`src/rtl/banked_cfg_reg.sv`:
```
module banked_cfg_reg #(
  parameter int DW = 32,
  parameter int SYN_W = 6,
  parameter logic [SYN_W-1:0] TRAP_SYN = 6'h03,
  parameter logic [DW-1:0] RST_PAT = '0,
  parameter bit MON_PRESENT = 1'b1,
  parameter bit MON_NARROW = 1'b1
) (
  input  logic             clk,
  input  logic             rst_n,
  input  logic             req_vld,
  input  logic             req_wr,
  input  logic [DW-1:0]    req_wdata,
  input  logic [1:0]       req_lvl,
  input  logic             req_ns,
  input  logic             hyp_en,
  input  logic             trap_grp,
  input  logic             trap_vm_rd,
  input  logic             trap_vm_wr,
  input  logic             view_attr,
  input  logic             lock_a,
  input  logic             lock_b,
  output logic             rsp_vld,
  output logic [1:0]       rsp_code,
  output logic [SYN_W-1:0] rsp_syn,
  output logic [DW-1:0]    rsp_rdata,
  output logic             rsp_view,
  output logic [1:0]       wr_seen
);
  localparam bit BANKED = MON_PRESENT && MON_NARROW;
  localparam logic [1:0] C_OK = 2'd0, C_UND = 2'd1, C_TRAP = 2'd2;

  logic [DW-1:0] ns_q, sec_q, cur;
  logic ns_seen, sec_seen;
  logic sec_sel, trap_hit, undef_hit, acc_ok, do_wr;
  logic [1:0] code;

  assign sec_sel   = BANKED && (req_lvl == 2'd3) && !req_ns;
  assign trap_hit  = (req_lvl == 2'd1) && hyp_en &&
                     (trap_grp || (req_wr ? trap_vm_wr : trap_vm_rd));
  assign undef_hit = (req_lvl == 2'd0) || (sec_sel && req_wr && (lock_a || lock_b));
  assign code      = undef_hit ? C_UND : (trap_hit ? C_TRAP : C_OK);
  assign acc_ok    = req_vld && (code == C_OK);
  assign do_wr     = acc_ok && req_wr;
  assign cur       = sec_sel ? sec_q : ns_q;
  assign wr_seen   = {sec_seen, ns_seen};

  always_ff @(posedge clk) begin
    if (!rst_n) begin
      ns_q <= RST_PAT;
      ns_seen <= 1'b0;
    end else if (do_wr && !sec_sel) begin
      ns_q <= req_wdata;
      ns_seen <= 1'b1;
    end
  end

  generate
    if (BANKED) begin : g_sec
      always_ff @(posedge clk) begin
        if (!rst_n) begin
          sec_q <= RST_PAT;
          sec_seen <= 1'b0;
        end else if (do_wr && sec_sel) begin
          sec_q <= req_wdata;
          sec_seen <= 1'b1;
        end
      end
    end else begin : g_nosec
      assign sec_q = RST_PAT;
      assign sec_seen = 1'b0;
    end
  endgenerate

  always_ff @(posedge clk) begin
    if (!rst_n) begin
      rsp_vld   <= 1'b0;
      rsp_code  <= C_OK;
      rsp_syn   <= '0;
      rsp_rdata <= '0;
      rsp_view  <= 1'b0;
    end else begin
      rsp_vld <= req_vld;
      if (req_vld) begin
        rsp_code  <= code;
        rsp_syn   <= (code == C_TRAP) ? TRAP_SYN : '0;
        rsp_rdata <= (acc_ok && !req_wr) ? cur : '0;
        rsp_view  <= view_attr;
      end
    end
  end


  lvl0_undef_chk: assert property (@(posedge clk) disable iff (!rst_n)
    req_vld && req_lvl == 2'd0 |=> rsp_vld && rsp_code == C_UND);

  sec_lock_chk: assert property (@(posedge clk) disable iff (!rst_n)
    req_vld && req_wr && sec_sel && (lock_a || lock_b) |=> rsp_code == C_UND && $stable(sec_q));

  no_stray_write_chk: assert property (@(posedge clk) disable iff (!rst_n)
    !(req_vld && req_wr) |=> $stable(ns_q) && $stable(sec_q));

  fail_zero_data_chk: assert property (@(posedge clk) disable iff (!rst_n)
    rsp_vld && rsp_code != C_OK |-> rsp_rdata == '0);

  trap_syn_chk: assert property (@(posedge clk) disable iff (!rst_n)
    rsp_vld && rsp_code == C_TRAP |-> rsp_syn == TRAP_SYN);

  rsp_timing_chk: assert property (@(posedge clk) disable iff (!rst_n)
    req_vld |=> rsp_vld);

  rsp_idle_chk: assert property (@(posedge clk) disable iff (!rst_n)
    !req_vld |=> !rsp_vld);
endmodule

```
`config.mk`:
```
export PLATFORM = sky130hd
export DESIGN_NAME = banked_cfg_reg
export DESIGN_NICKNAME = d
export VERILOG_FILES = /design/src/rtl/banked_cfg_reg.sv
export SDC_FILE = /design/constraint.sdc
export NUM_CORES = 1
export LEC_CHECK = 0
export BUFFER_PORTS_ARGS = -buffer_cell sky130_fd_sc_hd__buf_4
export CORE_MARGIN = 5
export CORE_UTILIZATION = 40
export DETAILED_ROUTE_END_ITERATION = 8
export SYNTH_ARGS = -nofsm -noshare
export SYNTH_HDL_FRONTEND = slang
export SYNTH_SLANG_ARGS = --single-unit
```
`constraint.sdc`:
```
create_clock -name clk -period 1.4 [get_ports clk]
set_input_delay 0.14 -clock clk [delete_from_list [all_inputs] [get_ports clk]]
set_output_delay 0.14 -clock clk [all_outputs]
set_load 0.01 [all_outputs]
```
# Yosys cells after proc, flatten, opt, wreduce, memory -nomap -nowiden
# Cells that the tools add are included.
# word_totals
elab_cells	36
register_bits	108
out_inout_bits	44
inputBits	46
# classes
n_eq_ne	3
n_reduce_logical	18
mux	6
# ops
operator	count
$mux W32	2
$logic_and A1 B1 Y1	10
$mux W2	3
$eq A2 B2 Y1 const B	2
$logic_not A2 Y1	2
$logic_not A1 Y1	3
$logic_or A1 B1 Y1	3
$eq A2 B1 Y1 const B	1
$mux W1	1

# Logic depth before layout (Yosys ltp)
# logic_depth
ltp_word	10
ltp_mapped	7
mapped_depth_nobuf	4

# Worst setup path after synthesis
# OpenSTA, ideal clock, no wires.
# synth_timing
path_kind	in2reg
startpoint	input port req_ns
endpoint	register sec_q[10]
stages	7
n_path_buf	3
t_arrival_ps	1292
path_slack_ps	-8
cell_sequence	nand3b_1 buf_4 or4_1 buf_2 buf_6 nand2_2 a21boi_1
# synth_between
elab_chain_len	10
# synth_rtl
item	line_no	text
from (decl)	15	input logic req_ns,
$logic_not A1 Y1 (*)	38	assign sec_sel = BANKED && (req_lvl == 2'd3) && !req_ns;
$logic_and A1 B1 Y1 (*)	38	
$logic_and A1 B1 Y1 (2 in series)	41	assign undef_hit = (req_lvl == 2'd0) || (sec_sel && req_wr && (lock_a || lock_b));
$logic_or A1 B1 Y1	41	
$mux W2	42	assign code = undef_hit ? C_UND : (trap_hit ? C_TRAP : C_OK);
$logic_not A2 Y1	43	assign acc_ok = req_vld && (code == C_OK);
$logic_and A1 B1 Y1	43	
$logic_and A1 B1 Y1	44	assign do_wr = acc_ok && req_wr;
$logic_and A1 B1 Y1 (*)	64	end else if (do_wr && sec_sel) begin
to (signal assigned)	65	sec_q <= req_wdata;
to (decl)	33	logic [DW-1:0] ns_q, sec_q, cur;
# Every way passes the cells marked *; elsewhere a longest branch is shown, timed or not.
# A chain may end at the register's enable or synchronous reset.

# Worst setup path in the final report
# layout_timing
startpoint	input port req_wr
endpoint	register ns_q[0]
# layout_between
elab_chain_len	9
# layout_rtl
item	line_no	text
from (decl)	12	input logic req_wr,
$mux W1	40	(trap_grp || (req_wr ? trap_vm_wr : trap_vm_rd));
$logic_or A1 B1 Y1	40	
$logic_and A1 B1 Y1	39	assign trap_hit = (req_lvl == 2'd1) && hyp_en &&
$mux W2 (2 in series)	42	
$logic_not A2 Y1	43	
$logic_and A1 B1 Y1	43	
$logic_and A1 B1 Y1 (*)	44	
$logic_and A1 B1 Y1 (*)	52	end else if (do_wr && !sec_sel) begin
to (signal assigned)	53	ns_q <= req_wdata;
to (decl)	33	
# Marks and branches as above.

==> summary.md <==
| Metric | Value |
|---|---|
| Status | `finished clean` |
| Hpwl dp | `between 6000 and 7000 µm` |
| Core ar. | `0.01023 mm²` |
| Synth top area share | `0.4908` |
| Sequential share of power | `0.577` |
| Met1 wire length | `4400 µm` |
| Adder-cell share of the synthesized area | `0` |
| Synth Area in Simple Gates | `0.1693` |
| Avg WL per Cell | `approximately 14 µm` |
| Most common cell in the netlist | `nand2_1` |
| Final slew viol count | `0` |
| I/O pin count | `90` |
| Initial DRC count | `102` |
| Sequential area share after synthesis | `0.4908` |
| Psw | `1.267 mW` |
| Area grow syn2layout | `23.70%` |
| Initial antenna violation count | `0` |
| Largest net degree at the start of global routing | `39` |
| CTS Hold Bufs | `0` |
| DR WL met2 | `4253 µm` |
| Main combinational cell family by area after synthesis | `simple AND/OR/NAND/NOR gates` |
| Layout cells sized above 1 | `0.2505` |
| Port buffer count | `85` |
| H-tree depth | `3` |
| Worst hold path type | `in2reg` |
| Clk slew on worst S/H paths | `0.10 ns` |
| Pleak | `2.185 nW` |
| Unrepaired setup endpoints after global routing | `false` |
| Pwr dens | `1006 mW/mm²` |
| Syn Std Cell Area | `0.004160 mm²` |
| Synth cell count leaders | `nand2_1, dfxtp_1, mux2i_1` |
| Num Clock Sinks | `between 100 and 150` |
| # setup viols final | `0` |
| Routability cong. | `about 0.7` |
| Clock buffer depth | `2` |
| Skew final | `between 0.007 and 0.008 ns` |
| Leading area contributor after synthesis | `dfxtp_1` |
| Drt drc | `0` |
| Required time of the critical path | `approximately 1.7 ns` |
| Top FF cell, synth | `dfxtp_1` |
| Gate power share | `0.093` |
| Post-CTS Setup Bufs | `0` |
| Worst r2r src | `rsp_syn[0]` |
| Worst reg2reg path depth | `3` |
| Total iterations of the first detailed-routing run | `4` |
| Antenna viol nets, final | `0` |
| Reg2Reg Setup Slack | `0.66 ns` |
| Synth Area in Compound Gates | `0.1119` |
| Worst path arrival time | `between 1.5 and 2 ns` |
| Num rows | `37` |
| Vert. Die Dim | `between 100 and 150 µm` |
| Max-cap violations | `0` |
| Crit Path Max Fanout | `17` |
| Cts repair resizes | `0` |
| GRT Total Usage | `0.1522` |
| Via/cell ratio | `around 4.8` |
| Chip Width | `about 110 µm` |
| R2r endpoint | `rsp_syn[0]` |
| Initial Utilization | `0.4066` |
| Total Die Area | `around 0.013 mm²` |
| Post-synthesis xor/xnor area fraction | `0` |
| Worst Setup Path Type | `in2reg` |
| Clock Power Share | `0.330` |
| Peak supply drop | `0.0004710 V` |
| Area contributors post-synth | `dfxtp_1, mux2i_1, nand2_1, a21boi_1, o21ai_0` |
| Crit path time final | `1.268 ns` |
| Sw frac | `0.2448` |
| Fin crit share | `0.9054` |
| Root buf cell | `clkbuf_8` |
| Final non-filler cell total | `approximately 680` |
| Total global routing overflow | `0` |
| Vias in the first global route | `approximately 3200` |
| Placed instance count | `659` |
| Top sig layer | `met4` |
| Max Clk Rate | `788.9 MHz` |
| Post-Syn Instances | `approximately 450` |
| Flops & latches, synth | `a little over 100` |
| EDFF count, synth | `0` |
| Wirelength, routed | `just over 9000 µm` |
| Hold endpoint | `sec_q[3]` |
| Post-synth ARST share | `0` |
| Worst skew pair latency | `~0.36 ns` |
| Syn. warnings | `0` |
| Total power | `approximately 5.2 mW` |
| Hold depth | `3` |
| Setup crit end kind | `flop` |
| Startpoint types | `input port` |
| CTS buffer count | `9` |
| Internal power | `approximately 4 mW` |
| Mean Syn Cell Area | `9.164 µm²` |
| Ant diodes | `0` |
| Vias post-DR | `about 3200` |
| Cell variety after synth | `29` |
| Fin. Hold Viols | `0` |
| CTS tree | `done` |
| Final nets | `between 500 and 600` |
| Global-route wire length before repair | `about 16000 µm` |
| Worst min-delay path startpoint | `req_wdata[3]` |
| Post-synthesis mux area share | `0.1591` |
| Metal3 WL | `around 470 µm` |
==> state kept, by name, summed over array words and instances (netlist names) <==
register / count
ns_q: 32
ns_seen: 1
rsp_code: 1
rsp_rdata: 32
rsp_syn: 1
rsp_view: 1
rsp_vld: 1
sec_q: 32
sec_seen: 1
==> how the worst max path moves through the flow <==
stage / start / to / slack, ns
after floorplan: req_ns / sec_q[10] / 0.003
after global placement: req_wr / ns_q[15] / -0.18
after detailed placement: req_wr / ns_q[14] / -0.23
after CTS: req_wr / ns_q[14] / 0.13
after global routing: req_wr / ns_q[0] / 0.08
final: req_wr / ns_q[0] / 0.13
==> worst max-delay path, cell delays in order <==
cell and delay [ns]:
buf_4 0.11, mux2_1 0.30, o2111ai_1 0.28, and3b_2 0.30, buf_12 0.19, mux2i_1 0.22
==> metrics by stage <==
step,util,worst slack (ns),cell area [µm²],hold WS (ns),TNS [ns]
after CTS,0.5030,0.1271,5146,0.01136,0
final,0.5030,0.1324,5146,0.02513,0
after floorplan,-,0.002736,4185,0.2617,0
after global routing,0.5030,0.07502,5146,0.01053,0
after detailed placement,0.4858,-0.2258,4970,0.4059,-10.64
after global placement,0.4858,-0.1753,4970,0.4012,-8.091
==> area by class of cell <==
class                           instances  area, µm²
Fill cell                            1005       5085
Timing Repair Buffer                  107      890.9
Clock buffer                           12      145.1
Multi-Input combinational cell        312       1859
Inverter                                2      7.507
Tap cell                              136      170.2
Sequential cell                       102       2042
Clock inverter                          4      31.28
==> cells by family (layout without fill, tap and decap cells) <==
family	Yosys count	in the layout
DFF	102	102
buffers and inverters	43	125
other	1	4
and+or+nand+nor	169	169
AOI/OAI and AO/OA	73	73
muxes	66	66
==> power by group through the flow <==
stage / logic, mW / registers (mW) / clock network (mW)
2_1_floorplan: 0.273 / 3.05 / 0
3_3_place_gp: 0.481 / 3.05 / 0
3_5_place_dp: 0.490 / 3.05 / 0
4_1_cts: 0.490 / 2.99 / 1.76
5_1_grt: 0.532 / 3.00 / 1.89
6_report: 0.483 / 2.99 / 1.71
==> metal layers <==
layer | vias to the layer above | global-route usage
met5 | - | 0
met4 | 0 | 0.05529
met3 | 13 | 0.03696
met2 | 73 | 0.2454
met1 | 1511 | 0.1987
li1 | 1633 | -
==> layout by cell type, fill, tap and decap left out, types with 3 or more instances in the layout <==
cell,n
buf_4,100
o21ai_0,34
dfxtp_1,102
a21boi_1,30
conb_1,4
nand2_2,10
clkbuf_8,10
buf_12,7
mux2i_1,65
clkinvlp_4,3
nand2_1,150
o21a_1,3
Note: power is estimated with default switching activity, not from simulation.
